## src/rtl/pix_subsample_pkg.sv

```systemverilog
package pix_subsample_pkg;

  typedef enum logic [1:0] {
    BSEL_ALL  = 2'd0,
    BSEL_HALF = 2'd1,
    BSEL_QUAR = 2'd2,
    BSEL_PAIR = 2'd3
  } bsel_mode_e;

  localparam int unsigned GROUP_W = 2;

  function automatic logic byte_pick(bsel_mode_e mode, logic odd,
                                     logic [GROUP_W-1:0] pos);
    logic r;
    unique case (mode)
      BSEL_ALL:  r = 1'b1;
      BSEL_HALF: r = (pos[0] == odd);
      BSEL_QUAR: r = (pos == {1'b0, odd});
      BSEL_PAIR: r = (pos[1] == odd);
      default:   r = 1'b1;
    endcase
    return r;
  endfunction

endpackage

```

## src/rtl/pix_byte_phase.sv

```systemverilog
module pix_byte_phase
  import pix_subsample_pkg::*;
(
  input  logic       clk,
  input  logic       rst,
  input  logic       acc,
  input  logic       start,
  input  bsel_mode_e mode,
  input  logic       odd,
  output logic       keep
);
  logic [GROUP_W-1:0] pos_q;
  logic [GROUP_W-1:0] pos_cur;

  assign pos_cur = start ? '0 : pos_q;
  assign keep    = byte_pick(mode, odd, pos_cur);

  always_ff @(posedge clk) begin
    if (rst)      pos_q <= '0;
    else if (acc) pos_q <= pos_cur + 1'b1;
  end

  assert_pos_restart_R6: assert property (@(posedge clk) disable iff (rst)
    acc && start |=> pos_q == GROUP_W'(1));
  assert_idle_hold_R10: assert property (@(posedge clk) disable iff (rst)
    !acc |=> $stable(pos_q));
endmodule

```

## src/rtl/pix_line_phase.sv

```systemverilog
module pix_line_phase (
  input  logic clk,
  input  logic rst,
  input  logic acc,
  input  logic sol,
  input  logic sof,
  input  logic mode,
  input  logic odd,
  output logic keep
);
  logic ph_q;
  logic ph_cur;

  always_comb begin
    if (sof)      ph_cur = 1'b0;
    else if (sol) ph_cur = ~ph_q;
    else          ph_cur = ph_q;
  end

  assign keep = !mode || (ph_cur == odd);

  always_ff @(posedge clk) begin
    if (rst)      ph_q <= 1'b1;
    else if (acc) ph_q <= ph_cur;
  end

  assert_line_restart_R7: assert property (@(posedge clk) disable iff (rst)
    acc && sof |=> !ph_q);
  assert_line_step_R7: assert property (@(posedge clk) disable iff (rst)
    acc && sol && !sof |=> ph_q != $past(ph_q));
endmodule

```

## src/rtl/pix_mark_track.sv

```systemverilog
module pix_mark_track (
  input  logic clk,
  input  logic rst,
  input  logic acc,
  input  logic fire,
  input  logic sol,
  input  logic sof,
  input  logic line_keep,
  output logic sof_now,
  output logic sol_now
);
  logic sof_pend_q;
  logic sol_pend_q;

  assign sof_now = sof || sof_pend_q;
  assign sol_now = sol ? line_keep : sol_pend_q;

  always_ff @(posedge clk) begin
    if (rst) begin
      sof_pend_q <= 1'b0;
      sol_pend_q <= 1'b0;
    end else if (acc) begin
      sof_pend_q <= sof_now && !fire;
      sol_pend_q <= sol_now && !fire;
    end
  end

  assert_pend_clear_R9: assert property (@(posedge clk) disable iff (rst)
    fire |=> !sof_pend_q && !sol_pend_q);
endmodule

```

## src/rtl/pix_subsample.sv

```systemverilog
module pix_subsample
  import pix_subsample_pkg::*;
#(
  parameter int unsigned DATA_W = 8
) (
  input  logic              clk,
  input  logic              rst,
  input  logic [1:0]        cfg_byte_mode,
  input  logic              cfg_byte_odd,
  input  logic              cfg_line_mode,
  input  logic              cfg_line_odd,
  input  logic              in_valid,
  input  logic [DATA_W-1:0] in_data,
  input  logic              in_sol,
  input  logic              in_sof,
  output logic              out_valid,
  output logic [DATA_W-1:0] out_data,
  output logic              out_sol,
  output logic              out_sof
);
  localparam bit BYTE_WIDE = (DATA_W == 8);

  bsel_mode_e bmode;
  logic       line_start;
  logic       byte_keep;
  logic       line_keep;
  logic       fire;
  logic       sof_now;
  logic       sol_now;

  generate
    if (BYTE_WIDE) begin : g_bsel
      assign bmode = bsel_mode_e'(cfg_byte_mode);
    end else begin : g_nobsel
      assign bmode = BSEL_ALL;
    end
  endgenerate

  assign line_start = in_sol || in_sof;
  assign fire       = in_valid && line_keep && byte_keep;

  pix_byte_phase u_byte (
    .clk   (clk),
    .rst   (rst),
    .acc   (in_valid),
    .start (line_start),
    .mode  (bmode),
    .odd   (cfg_byte_odd),
    .keep  (byte_keep)
  );

  pix_line_phase u_line (
    .clk  (clk),
    .rst  (rst),
    .acc  (in_valid),
    .sol  (line_start),
    .sof  (in_sof),
    .mode (cfg_line_mode),
    .odd  (cfg_line_odd),
    .keep (line_keep)
  );

  pix_mark_track u_mark (
    .clk       (clk),
    .rst       (rst),
    .acc       (in_valid),
    .fire      (fire),
    .sol       (line_start),
    .sof       (in_sof),
    .line_keep (line_keep),
    .sof_now   (sof_now),
    .sol_now   (sol_now)
  );

  always_ff @(posedge clk) begin
    if (rst) begin
      out_valid <= 1'b0;
      out_sol   <= 1'b0;
      out_sof   <= 1'b0;
      out_data  <= '0;
    end else begin
      out_valid <= fire;
      out_sol   <= fire && sol_now;
      out_sof   <= fire && sof_now;
      if (fire) out_data <= in_data;
    end
  end

  assert_idle_no_out_R10: assert property (@(posedge clk) disable iff (rst)
    !in_valid |=> !out_valid);
  assert_pass_all_R2: assert property (@(posedge clk) disable iff (rst)
    in_valid && cfg_byte_mode == 2'd0 && !cfg_line_mode
    |=> out_valid && out_data == $past(in_data));
  assert_marker_with_valid_R9: assert property (@(posedge clk) disable iff (rst)
    (out_sof || out_sol) |-> out_valid);
  assert_sof_pass_R9: assert property (@(posedge clk) disable iff (rst)
    in_valid && in_sof && cfg_byte_mode == 2'd0 && !cfg_line_mode |=> out_sof);
  assert_drop_line_R8: assert property (@(posedge clk) disable iff (rst)
    in_valid && !line_keep |=> !out_valid && !out_sol);
endmodule

```

## config.mk

```make
export PLATFORM = sky130hd
export DESIGN_NAME = pix_subsample
export DESIGN_NICKNAME = d
export VERILOG_FILES = /design/src/rtl/pix_subsample_pkg.sv /design/src/rtl/pix_byte_phase.sv /design/src/rtl/pix_line_phase.sv /design/src/rtl/pix_mark_track.sv /design/src/rtl/pix_subsample.sv
export SDC_FILE = /design/constraint.sdc
export NUM_CORES = 1
export LEC_CHECK = 0
export CAP_MARGIN = 20
export CORE_MARGIN = 2
export CORE_UTILIZATION = 46
export CTS_CLUSTER_DIAMETER = 150
export DETAILED_ROUTE_END_ITERATION = 7
export PLACE_DENSITY_LB_ADDON = 0.2
export SYNTH_ARGS = -nofsm -noshare
export SYNTH_HDL_FRONTEND = slang
export SYNTH_SLANG_ARGS = --single-unit
export TNS_END_PERCENT = 20
```

## constraint.sdc

```tcl
create_clock -name clk -period 3 [get_ports clk]
set_input_delay 0.75 -clock clk [delete_from_list [all_inputs] [get_ports clk]]
set_output_delay 0.75 -clock clk [all_outputs]
set_load 0.1 [all_outputs]
```

Word-level counts from Yosys, hierarchy flattened:

Cells that the tools add are included.
W data, S select, Z words.

* flip-flop bits (word level): 16
* logic and storage cells: 34

* add/subtract/negate cells: 1
* equality and inequality tests: 7
* muxes and demuxes: 5
* bitwise gates (word level): 1
* reductions and logical operators: 12

Operator list (count)
* $logic_and A1 B1 Y1: 6
* $eq A2 B2 Y1 const B: 2
* $pmux W1 S4: 1
* $eq A1 B1 Y1: 3
* $logic_or A1 B1 Y1: 3
* $mux W1: 3
* $add A2 B1 Y2 const B: 1
* $eq A2 B1 Y1: 1
* $eq A2 B1 Y1 const B: 1
* $logic_not A1 Y1: 2
* $logic_not A2 Y1: 1
* $mux W2: 1
* $not A1 Y1: 1

Depth between registers and ports, before layout:

* depth after elaboration: 9
* depth in mapped cells: 7
* mapped depth without buffers: 5

Modules after synthesis:

A second synthesis with hierarchy kept.

* cells, all modules: 77
* area total of the unflattened synthesis: 828.3 sq um

Modules (own cells, without submodules)
* pix_subsample: times used 1, cells each 43, area an instance 519.2 sq um, seq. area each 220.2 sq um
* pix_byte_phase: times used 1, cells each 16, area an instance 138.9 sq um, seq. area each 40.0 sq um
* pix_mark_track: times used 1, cells each 10, area an instance 98.8 sq um, seq. area each 40.0 sq um
* pix_line_phase: times used 1, cells each 8, area an instance 71.3 sq um, seq. area each 20.0 sq um

Least setup slack after synthesis:

Ideal clock, no wire load.

* path type: input port to flip-flop
* from: in in_sof
* to: reg out_data[0]
* arrival: 1741 ps
* required time: 2879 ps
* slack: 1138 ps
* stages on the path: 7
* path through: buf_2 > nor2_2 > o221a_1 > o221ai_2 > and4b_4 > buf_12 > mux2i_1

* word-level cells in the longest chain between the ends: 7
* elaborated cells between the ends (all ways): 12

RTL lines
* start: declaration: RTL line pix_subsample.sv:15 `input logic in_sof,`
* parallel branches: the longest is 6 deep, another holds $pmux W1 S4
* $logic_and A1 B1 Y1 (*): RTL line pix_subsample.sv:40 `assign fire = in_valid && line_keep && byte_keep;`
* end signal: assignment: RTL line pix_subsample.sv:85 `if (fire) out_data <= in_data;`
* end: declaration: RTL line pix_subsample.sv:17 `output logic [DATA_W-1:0] out_data,`

Every way passes the cells marked *.
A chain may end at the register's enable or synchronous reset.

Final worst setup path:

* from: in cfg_byte_mode[0]
* to: reg out_data[5]

* word-level cells in the longest chain between the ends: 3
* elaborated cells between the ends (all ways): 6

RTL lines
* start: declaration: RTL line pix_subsample.sv:8 `input logic [1:0] cfg_byte_mode,`
* $eq A2 B2 Y1, or another cell as far along: RTL line pix_subsample_pkg.sv:15 `unique case (mode)`
* $pmux W1 S4 (*): RTL line pix_subsample_pkg.sv:15
* $logic_and A1 B1 Y1 (*): RTL line pix_subsample.sv:40

Mark *: on every way between the ends. The rest lies on a longest branch, timed or not.

==> flow_summary.json <==
{
  "ys_seq_area_share_pct": 39.2,
  "path_delay_family": "buffers and inverters",
  "grt_usage_pct": 16.9,
  "cts_buffers": 3,
  "nFillCells": 151,
  "clkPwrFrac_pct": 27.0,
  "io-pin-count": 29,
  "yosys.area_share.xor_xnor_pct": 1.07,
  "postRouteAntennaNets": 0,
  "worst_ep_arrival_time_ns": 2.41,
  "routed_wl_um": 1510,
  "wl_per_cell_um": 11.9,
  "place_area_mm2": 0.00105,
  "whs_ns": 0.480,
  "grt_pass1_wl_um": 2540,
  "fin_crit_sh_pct": 73.1,
  "cp-end-kind": "flop",
  "antennaDiodeCount": 0,
  "timing.final.crit_period_ns": 2.19,
  "synthAdderAreaFrac_pct": 0,
  "finalSetupTns_ns": 0,
  "cp_slowest_cell": "clkdlybuf4s50_1",
  "cts_tree": "yes",
  "hold_viol": 0,
  "combPwrFrac_pct": 29.1,
  "yosys.area.top_type_share_pct": 39.2,
  "ys_warn_count": 0,
  "slew_headroom_pct": 52.8,
  "die_area_mm2": 0.00213,
  "portBuffers": 28,
  "dp_hpwl_um": 1110,
  "final_area_mm2": 0.00109,
  "final_cells": 127,
  "switchingPower_mw": 0.177,
  "preCtsSetupSlack_ns": 0.498,
  "design_power_total_mw": 0.531,
  "pwr-share-seq_pct": 43.8,
  "gp_congestion": 0.685,
  "syn_to_final_growth_pct": 33.4,
  "run_status": "finished clean",
  "drv_slew": 0,
  "die_y_um": 46.1,
  "muxShareOfSynthArea_pct": 11.0,
  "cp_num_buf_inv": 1,
  "fin_util_pct": 64.5,
  "synthFlopType": "dfxtp_1",
  "synthArstFlopShare_pct": 0,
  "cap_viol_max_count": 0,
  "power_density_mw_per_mm2": 488,
  "synth-compound-area-share_pct": 14.2,
  "netSwitchingFraction_pct": 33.2,
  "synth_area_leaders": "dfxtp_1 39%, nand2b_1 15%, mux2i_1 11%",
  "antenna_found_initial": 0,
  "worst_pin_slew_ns": 0.706,
  "cts_hold_buf": 0,
  "dp.cells": 123,
  "drc_errors": 0,
  "grt_pass1_vias": 627,
  "worstSetupStartpointType": "input pin",
  "root_buffer": "clkbuf_4",
  "post_cts_buffers": 0,
  "synthSimpleGateAreaFrac_pct": 28.9,
  "initialDrtViolationCount": 8,
  "synthesis.nets": 101,
  "syn-instance-count": 83,
  "critical_path.max_fanout": 13,
  "coreArea_mm2": 0.00169,
  "via_per_inst": 5.43,
  "cts_resized": 0,
  "critPathKind": "input pin to flop",
  "setup_violations": 0,
  "synth_edf_count": 0,
  "power_leakage_nw": 0.433,
  "vias": 689,
  "clk_pin_slew_ns": 0.09,
  "internal_power_mw": 0.355,
  "fmax_mhz": 456,
  "synth_top_family_by_area": "simple AND/OR/NAND/NOR gates",
  "required_ns": 3.22,
  "drive_gt1_share_pct": 20.9,
  "drt_pass1_iterations": 4,
  "irDropWorstVdd_mv": 0.287,
  "die_x_um": 46.1,
  "synth_area_leader_cell": "dfxtp_1",
  "ys_seq_elements": 16,
  "clock_sinks": 16,
  "h-tree-depth": 1,
  "cts.path.max_buffers": 2,
  "crit_path_cell_trace": "clkdlybuf4s50_1 > nand2b_1 > o221a_1 > o221ai_2 > and4b_4 > mux2i_1",
  "layout_setup_ws_ns": 0.807,
  "worstSkewPairLatency_ns": 0.29,
  "finalClockSkew_ns": 0.00181,
  "row_count": 15,
  "nets": 129,
  "rsz0062_at_grt": "no",
  "netlist_top_cells_count": "19 x nand2b_1, 16 x dfxtp_1, 9 x mux2i_1, 4 x nor2_1, 3 x a21oi_1",
  "synth_area_um2": 817,
  "hp-class": "flop to flop",
  "initial_core_util_pct": 48.4,
  "synth_cell_types": 32,
  "synth_most_common_cell": "nand2b_1",
  "grt_max_degree": 25,
  "synth_area_per_cell_um2": 9.84,
  "max_stage_delay_ns": 0.57,
  "globalRoute.totalOverflow": 0
}
==> logic make-up after synthesis <==
| group | Yosys count |
|---|---|
| mux | 9 |
| flops | 16 |
| simple gates | 36 |
| compound gates | 14 |
| xor+xnor | 1 |
| buf+inv | 7 |
==> registers in the layout (all words and copies together), names as in the netlist <==
name / count
out_data: 8
out_sof: 1
out_sol: 1
out_valid: 1
u_byte.pos_q: 2
u_line.ph_q: 1
u_mark.sof_pend_q: 1
u_mark.sol_pend_q: 1
==> placed cells by master, fill, tap and decap left out, types with 2 or more instances in the layout <==
| cell | n |
|---|---|
| nor3b_2 | 2 |
| clkbuf_4 | 3 |
| nor2b_1 | 2 |
| nand2b_1 | 19 |
| and3_1 | 2 |
| a21oi_1 | 3 |
| mux2i_1 | 9 |
| inv_1 | 2 |
| clkdlybuf4s50_1 | 17 |
| dfxtp_1 | 16 |
| nor2_1 | 4 |
| buf_4 | 11 |
==> routing by layer <==
layer  GRT usage [%]  wire length (µm)  vias to the layer above
met2            27.8               715                       17
li1                -                 -                      348
met5               0                 0                        -
met4            10.3                36                        0
met1            19.9               688                      319
met3            3.53                68                        5
==> final timing paths <==
path	from	endpoint	slack [ns]	depth (start not counted)
worst min-delay path	out_data[0]	out_data[0]	0.48	2
worst max register to register	u_byte.pos_q[0]	out_data[5]	1.42	5
worst max-delay path	cfg_byte_mode[0]	out_data[5]	0.81	6
worst min register to register	out_data[0]	out_data[0]	0.48	2
==> power by group through the flow <==
stage	Combinational, mW	Sequential [mW]	Clock, mW
final	0.155	0.233	0.144
after floorplan	0.0521	0.299	0
after detailed placement	0.155	0.238	0
after global placement	0.153	0.237	0
after global routing	0.164	0.234	0.158
after CTS	0.156	0.233	0.149
==> layout make-up <==
class	count	area (µm²)	share of cell area [%]
multi-input combinational	60	452	41.4
sequential	16	320	29.4
timing repair buffer	28	253	23.2
clock buffer	4	36.3	3.33
tap	17	21.3	1.95
inverter	2	7.51	0.689
==> worst min-delay path, stage by stage, from the launching register on <==
cell and delay [ns]:
dfxtp_1 0.33, nand2b_1 0.06, mux2i_1 0.05
(Power assumes the default switching activity.)
